[src/rtl/rgb_scan_pkg.sv]
package rgb_scan_pkg;

    typedef enum logic {
        MODE_SYNC = 1'b0,
        MODE_DE   = 1'b1
    } panel_mode_e;

    typedef struct packed {
        logic de;
        logic hsync_n;
        logic vsync_n;
    } scan_flags_t;

    localparam int unsigned PIX_W = 24;

    function automatic logic in_bounds(input int unsigned val,
                                       input int unsigned lo,
                                       input int unsigned hi);
        return (val >= lo) && (val <= hi);
    endfunction

endpackage

[src/rtl/scan_total_reg.sv]
module scan_total_reg #(
    parameter int unsigned W   = 11,
    parameter int unsigned MIN = 1324,
    parameter int unsigned MAX = 1364,
    parameter int unsigned DEF = 1344
) (
    input  logic         clk,
    input  logic         rst,
    input  logic         we,
    input  logic [W-1:0] val,
    input  logic         load,
    output logic [W-1:0] act
);
    import rgb_scan_pkg::*;

    localparam logic [W-1:0] DEF_W = W'(DEF);

    logic [W-1:0] pend;
    logic         ok;

    assign ok = in_bounds(int'(val), MIN, MAX);

    always_ff @(posedge clk) begin
        if (rst) begin
            pend <= DEF_W;
            act  <= DEF_W;
        end else begin
            if (we && ok)
                pend <= val;
            if (load)
                act <= pend;
        end
    end

    // R7 (line total instance) / R8 (frame total instance)
    assert_reject_keeps_R7: assert property (@(posedge clk) disable iff (rst)
        (we && !ok) |=> $stable(pend));
    assert_act_frame_only_R7: assert property (@(posedge clk) disable iff (rst)
        !load |=> $stable(act));
    // the active total never leaves its legal range
    assert_act_legal_R8: assert property (@(posedge clk) disable iff (rst)
        (int'(act) >= MIN) && (int'(act) <= MAX));

endmodule

[src/rtl/scan_counters.sv]
module scan_counters #(
    parameter int unsigned HW = 11,
    parameter int unsigned VW = 10
) (
    input  logic          clk,
    input  logic          rst,
    input  logic [HW-1:0] htot,
    input  logic [VW-1:0] vtot,
    output logic          run,
    output logic [HW-1:0] h,
    output logic [VW-1:0] v,
    output logic [HW-1:0] h_nxt,
    output logic [VW-1:0] v_nxt,
    output logic          wrap
);
    logic h_end, v_end;

    assign h_end = (h == htot - HW'(1));
    assign v_end = (v == vtot - VW'(1));
    assign wrap  = run && h_end && v_end;

    always_comb begin
        h_nxt = h;
        v_nxt = v;
        if (!run) begin
            h_nxt = '0;
            v_nxt = '0;
        end else if (h_end) begin
            h_nxt = '0;
            v_nxt = v_end ? '0 : v + VW'(1);
        end else begin
            h_nxt = h + HW'(1);
        end
    end

    always_ff @(posedge clk) begin
        if (rst) begin
            run <= 1'b0;
            h   <= '0;
            v   <= '0;
        end else begin
            run <= 1'b1;
            h   <= h_nxt;
            v   <= v_nxt;
        end
    end

    assert_h_bound_R2: assert property (@(posedge clk) disable iff (rst)
        h < htot);
    assert_v_bound_R2: assert property (@(posedge clk) disable iff (rst)
        v < vtot);
    assert_prime_R1: assert property (@(posedge clk) disable iff (rst)
        !run |=> (h == '0) && (v == '0));

endmodule

[src/rtl/scan_decode.sv]
module scan_decode #(
    parameter int unsigned HW      = 11,
    parameter int unsigned VW      = 10,
    parameter int unsigned H_ACT   = 1024,
    parameter int unsigned V_ACT   = 600,
    parameter int unsigned HSYNC_W = 20,
    parameter int unsigned VSYNC_W = 3
) (
    input  logic                           clk,
    input  logic                           rst,
    input  logic                           run,
    input  logic [HW-1:0]                  h,
    input  logic [VW-1:0]                  v,
    input  logic [HW-1:0]                  h_nxt,
    input  logic [VW-1:0]                  v_nxt,
    input  logic [rgb_scan_pkg::PIX_W-1:0] pix_in,
    output rgb_scan_pkg::scan_flags_t      flags,
    output logic                           pix_req,
    output logic [rgb_scan_pkg::PIX_W-1:0] pix_out
);
    import rgb_scan_pkg::*;

    localparam logic [HW-1:0] HA  = HW'(H_ACT);
    localparam logic [VW-1:0] VA  = VW'(V_ACT);
    localparam logic [HW-1:0] HSE = HW'(H_ACT + HSYNC_W);
    localparam logic [VW-1:0] VSE = VW'(V_ACT + VSYNC_W);

    logic live;

    assign live = run && !rst;

    always_comb begin
        flags.de      = live && (h < HA) && (v < VA);
        flags.hsync_n = !(live && (h >= HA) && (h < HSE));
        flags.vsync_n = !(live && (v >= VA) && (v < VSE));
        pix_req       = !rst && (h_nxt < HA) && (v_nxt < VA);
        pix_out       = flags.de ? pix_in : '0;
    end

    assert_req_leads_de_R5: assert property (@(posedge clk) disable iff (rst)
        pix_req |=> flags.de);
    assert_sync_in_blank_R4: assert property (@(posedge clk) disable iff (rst)
        flags.de |-> (flags.hsync_n && flags.vsync_n));
    assert_de_follows_req_R5: assert property (@(posedge clk) disable iff (rst)
        (flags.de && run) |-> $past(pix_req));

endmodule

[src/rtl/rgb_scan_gen.sv]
module rgb_scan_gen #(
    parameter int unsigned H_ACT     = 1024,
    parameter int unsigned H_TOT_MIN = 1324,
    parameter int unsigned H_TOT_MAX = 1364,
    parameter int unsigned H_TOT_DEF = 1344,
    parameter int unsigned V_ACT     = 600,
    parameter int unsigned V_TOT_MIN = 625,
    parameter int unsigned V_TOT_MAX = 645,
    parameter int unsigned V_TOT_DEF = 635,
    parameter int unsigned HSYNC_W   = 20,
    parameter int unsigned VSYNC_W   = 3,
    localparam int unsigned HW = $clog2(H_TOT_MAX + 1),
    localparam int unsigned VW = $clog2(V_TOT_MAX + 1)
) (
    input  logic          clk,
    input  logic          rst,
    input  logic          cfg_we,
    input  logic [HW-1:0] cfg_htotal,
    input  logic [VW-1:0] cfg_vtotal,
    input  logic          mode_req,
    input  logic [23:0]   pix_in,
    output logic          pix_req,
    output logic [23:0]   pix_out,
    output logic          de,
    output logic          hsync_n,
    output logic          vsync_n,
    output logic          panel_mode,
    output logic [HW-1:0] h_cnt,
    output logic [VW-1:0] v_cnt
);
    import rgb_scan_pkg::*;

    logic [HW-1:0] htot, h_nxt;
    logic [VW-1:0] vtot, v_nxt;
    logic          run, wrap;
    scan_flags_t   flags;
    panel_mode_e   mode_q;

    scan_total_reg #(.W(HW), .MIN(H_TOT_MIN), .MAX(H_TOT_MAX), .DEF(H_TOT_DEF)) u_htot (
        .clk(clk), .rst(rst), .we(cfg_we), .val(cfg_htotal), .load(wrap), .act(htot)
    );

    scan_total_reg #(.W(VW), .MIN(V_TOT_MIN), .MAX(V_TOT_MAX), .DEF(V_TOT_DEF)) u_vtot (
        .clk(clk), .rst(rst), .we(cfg_we), .val(cfg_vtotal), .load(wrap), .act(vtot)
    );

    scan_counters #(.HW(HW), .VW(VW)) u_cnt (
        .clk(clk), .rst(rst), .htot(htot), .vtot(vtot), .run(run),
        .h(h_cnt), .v(v_cnt), .h_nxt(h_nxt), .v_nxt(v_nxt), .wrap(wrap)
    );

    scan_decode #(.HW(HW), .VW(VW), .H_ACT(H_ACT), .V_ACT(V_ACT),
                  .HSYNC_W(HSYNC_W), .VSYNC_W(VSYNC_W)) u_dec (
        .clk(clk), .rst(rst), .run(run), .h(h_cnt), .v(v_cnt),
        .h_nxt(h_nxt), .v_nxt(v_nxt), .pix_in(pix_in),
        .flags(flags), .pix_req(pix_req), .pix_out(pix_out)
    );

    always_ff @(posedge clk) begin
        if (rst)
            mode_q <= MODE_DE;
        else if (wrap)
            mode_q <= panel_mode_e'(mode_req);
    end

    assign de         = flags.de;
    assign hsync_n    = flags.hsync_n;
    assign vsync_n    = flags.vsync_n;
    assign panel_mode = mode_q;

    assert_mode_frame_only_R9: assert property (@(posedge clk) disable iff (rst)
        !wrap |=> $stable(panel_mode));

endmodule

[config.mk]
export PLATFORM = sky130hd
export DESIGN_NAME = rgb_scan_gen
export DESIGN_NICKNAME = d
export VERILOG_FILES = /design/src/rtl/rgb_scan_pkg.sv /design/src/rtl/scan_total_reg.sv /design/src/rtl/scan_counters.sv /design/src/rtl/scan_decode.sv /design/src/rtl/rgb_scan_gen.sv
export SDC_FILE = /design/constraint.sdc
export NUM_CORES = 1
export LEC_CHECK = 0
export ABC_CLOCK_PERIOD_IN_PS = 6900
export BUFFER_PORTS_ARGS = -buffer_cell sky130_fd_sc_hd__buf_2
export CAP_MARGIN = 20
export CORE_MARGIN = 5
export CORE_UTILIZATION = 59
export CTS_BUF_LIST = sky130_fd_sc_hd__clkbuf_4
export DETAILED_ROUTE_END_ITERATION = 16
export PLACE_DENSITY = 0.95
export SLEW_MARGIN = 20
export SYNTH_ARGS = -nofsm -noshare
export SYNTH_HDL_FRONTEND = slang
export SYNTH_HIERARCHICAL = 1
export SYNTH_SLANG_ARGS = --single-unit
[constraint.sdc]
create_clock -name clk -period 6.9 [get_ports clk]
set_input_delay 1.035 -clock clk [delete_from_list [all_inputs] [get_ports clk]]
set_output_delay 1.035 -clock clk [all_outputs]
set_load 0.01 [all_outputs]
==> reports/results.env <==
POST-CTS-SETUP-BUFFER-COUNT=0
P_LEAK_nW=1.72
HOLD_PATH_CLASS='flop to flop'
SYNTH.CELL_AREA_MM2=0.00369
CP-ENDPOINT='pix_req'
FINALCRITICALPERIOD_NS=4.80
TRITONCTS='done'
AVGROUTEDWIREPERCELL_UM=15.4
RR_ENDPOINT='u_vtot/act[0]$_SDFFE_PP1P_'
DRV_SLEW=0
CTS.PATH.MAX_BUFFERS=2
LAYOUT.CELLS.NON_FILLER=590
FIRST_GLOBAL_VIAS=3269
SETUP_REPAIR_AFTER_GLOBAL_ROUTING_MISSED_ITS_MARGIN='no'
CLK_PIN_SLEW_NS=0.10
SYN2LAYOUT_AREA_GROWTH_PCT=17.1
DRT-PASS1-ITER-COUNT=5
POWER.INTERNAL_W=0.000511
CTS-HOLD-FIX-BUFFERS=0
START_KIND='flop'
FINAL_LAYOUT_SIZE_SUFFIX_GT1_SHARE_PCT=25.2
CRIT_PATH_START='u_htot/act[0]$_SDFFE_PP0P_'
INITIAL_CORE_UTIL_PCT=61.7
RR_STARTPOINT='u_htot/act[4]$_SDFFE_PP0P_'
R2R.WORST_PATH.CELLS=9
STD_CELL_ROWS=28
MAXSLEWHEADROOM_PCT=41.6
WIRE_LENGTH_OF_THE_FIRST_GLOBAL_ROUTING_PASS_UM=14400
TIMING_HOLD_VIOLATIONS_FINAL=0
WORST_PATH_LARGEST_CELL_DELAY_NS=0.51
CLOCK-SKEW-FINAL_NS=0.0175
TIMING.SETUP.TNS_NS=0
CTS_SINK_CNT=65
DRC=0
CP.ARRIVAL_NS=3.76
TIMING.REG2REG.SETUP_SLACK_NS=3.27
CORE-AREA_MM2=0.00599
POSTSYNTHNETCOUNT=473
SYNTH_WARNINGS=6
SW_FRAC_OF_TOTAL_PCT=24.9
POWER_DENSITY_mW_PER_MM2=157
ROUTABILITYCONGESTION=0.944
MEAN_INSTANCE_SIZE_IN_THE_SYNTHESIZED_NETLIST_UM2=8.80
CP_MAX_FO=17
NETSWITCHINGPOWER_W=0.000169
SEQ_POWER_SHARE_PCT=55.7
DP_CELLS=574
NUM_VIAS=3504
PORT_BUFFERS=98
COMBINATIONAL_CELL_FRACTION_OF_TOTAL_POWER_PCT=7.4
WORST_EP_REQUIRED_TIME_NS=5.86
DIEWIDTH_UM=89.1
NUM-NETS-FINAL=563
INITIAL_ANTENNA_VIOLATION_COUNT=0
SLOWEST_CELL_ON_THE_CRITICAL_PATH='sky130_fd_sc_hd__or3_1'
ROUTED_WIRELENGTH_UM=9110
HP-START='u_vtot/pend[9]$_SDFFE_PP1P_'
GRT_MAX_DEGREE=78
MAXCAPVIOLATIONS=0
CLOCKROOTBUFFER='sky130_fd_sc_hd__clkbuf_4'
DETAIL_ROUTE.ITER0.VIOLATIONS=299
RUN_STATUS='complete, no violations'
IRDROPWORSTVDD_mV=0.114
P_TOTAL_W=0.000679
TIMING.FINAL.CRIT_SHARE_PCT=69.6
AREA_ENCLOSED_BY_THE_DIE_BOUNDARY_MM2=0.00795
DIE_H_UM=89.1
POST_SYNTH_INST_COUNT=420
DP_WIRELENGTH_UM=6700
CTSRESIZECOUNT=0
TIGHTESTPINTRANSITION_NS=0.876
GRT.OVERFLOW.TOTAL=0
HTREEDEPTH=3
GLOBAL_ROUTE.USAGE.TOTAL_PCT=22.9
WORSTSETUPPATHTYPE='flop to output pin'
BOUNDARYPINS=99
CHAIN_OF_CELLS_FORMING_THE_CRITICAL_PATH='inv_1 -> ha_1 -> o21bai_1 -> a311oi_1 -> a311o_1 -> nand4_1 -> or3_1 -> o31ai_1 -> buf_4 -> nor2_1 -> o21ai_0 -> nand2_1 -> a31oi_1 -> buf_2'
MAX_FREQ_MHz=208
CTS_BUFFERS=9
ROUTE.DETAILED.VIAS_PER_INST=5.94
DRTANTENNAVIOLNETS=0
CLOCK_POWER_SHARE_PCT=36.9
INSERTION_DELAY_NS=0.42
FINALSETUPVIOLCOUNT=0
CRITPATHCAPTURETYPE='output pin'
ANT_DIODES=0
[cells in the final DEF, fill, tap and decap left out, drive strengths merged, types with 3 or more instances in the layout]
| cell type | count |
|---|---|
| buf | 101 |
| dfxtp | 65 |
| nor2 | 41 |
| xnor2 | 27 |
| and2 | 26 |
| nor3 | 24 |
| mux2i | 23 |
| nand3 | 19 |
| xor2 | 16 |
| nand2 | 13 |
| nand2b | 12 |
| nor2b | 11 |
| a211o | 11 |
| inv | 11 |
| clkbuf | 9 |
| nor4 | 9 |
| o21ai | 8 |
| nand4 | 7 |
| a21oi | 7 |
| or3 | 7 |
| clkinv | 5 |
| nand4b | 4 |
| and3 | 4 |
| ha | 4 |
| nor3b | 4 |
| a21o | 3 |
| or2b | 3 |
| o31a | 3 |
| a211oi | 3 |
[registers in the layout, indices dropped and copies added, names as in the netlist]
name	count
u_cnt/v	10
u_cnt/run	1
u_vtot/act	10
u_htot/act	11
u_cnt/h	11
u_vtot/pend	10
u_htot/pend	11
panel_mode	1
[routing by layer]
metal	up-vias	wire length, um	global-route usage (%)
li1	1685	-	-
met5	-	0	0
met2	207	4160	38.5
met3	34	988	4.70
met4	0	292	10.0
met1	1578	3680	28.4
[metrics by stage]
step | area, um^2 | setup WS, ns | util [%] | hold WS [ns]
floorplan | 3690 | 2.57 | - | 0.417
global placement | 4190 | 2.72 | 69.9 | 0.433
detailed placement | 4190 | 2.63 | 69.9 | 0.434
CTS | 4330 | 2.17 | 72.2 | 0.463
global route | 4330 | 1.72 | 72.2 | 0.497
finish | 4330 | 2.10 | 72.2 | 0.461
[worst min path at each step]
stage	to	slack [ns]	cells after the start
after floorplan	u_vtot/pend[9]$_SDFFE_PP1P_	0.42	1
after CTS	u_vtot/pend[9]$_SDFFE_PP1P_	0.46	1
final	u_vtot/pend[9]$_SDFFE_PP1P_	0.46	1
after global routing	u_vtot/act[9]$_SDFFE_PP1P_	0.50	1
after global placement	u_vtot/pend[9]$_SDFFE_PP1P_	0.43	1
after detailed placement	u_vtot/pend[9]$_SDFFE_PP1P_	0.43	1
[worst max-delay path: cells and delay by family (launching register included)]
family,cells,cell delay (ns)
AOI/OAI and AO/OA,6,1.22
and+or+nand+nor,4,0.86
DFF,1,0.50
buffers and inverters,3,0.47
adders and majority gates,1,0.31
[power by group through the flow]
stage	registers, W	logic [W]	clock network, W
2_1_floorplan	0.000386	0.0000274	0
3_3_place_gp	0.000387	0.0000493	0
3_5_place_dp	0.000387	0.0000510	0
4_1_cts	0.000378	0.0000511	0.000257
5_1_grt	0.000379	0.0000559	0.000275
6_report	0.000378	0.0000504	0.000251
[area by class of cell]
type / count / area [um^2]
sequential: 65 / 1300
fill: 438 / 1660
timing repair buffer: 101 / 513
tap: 75 / 93.8
clock buffer: 9 / 67.6
inverter: 10 / 37.5
clock inverter: 7 / 70.1
multi-input combinational: 323 / 2240
(Power assumes the default switching activity.)
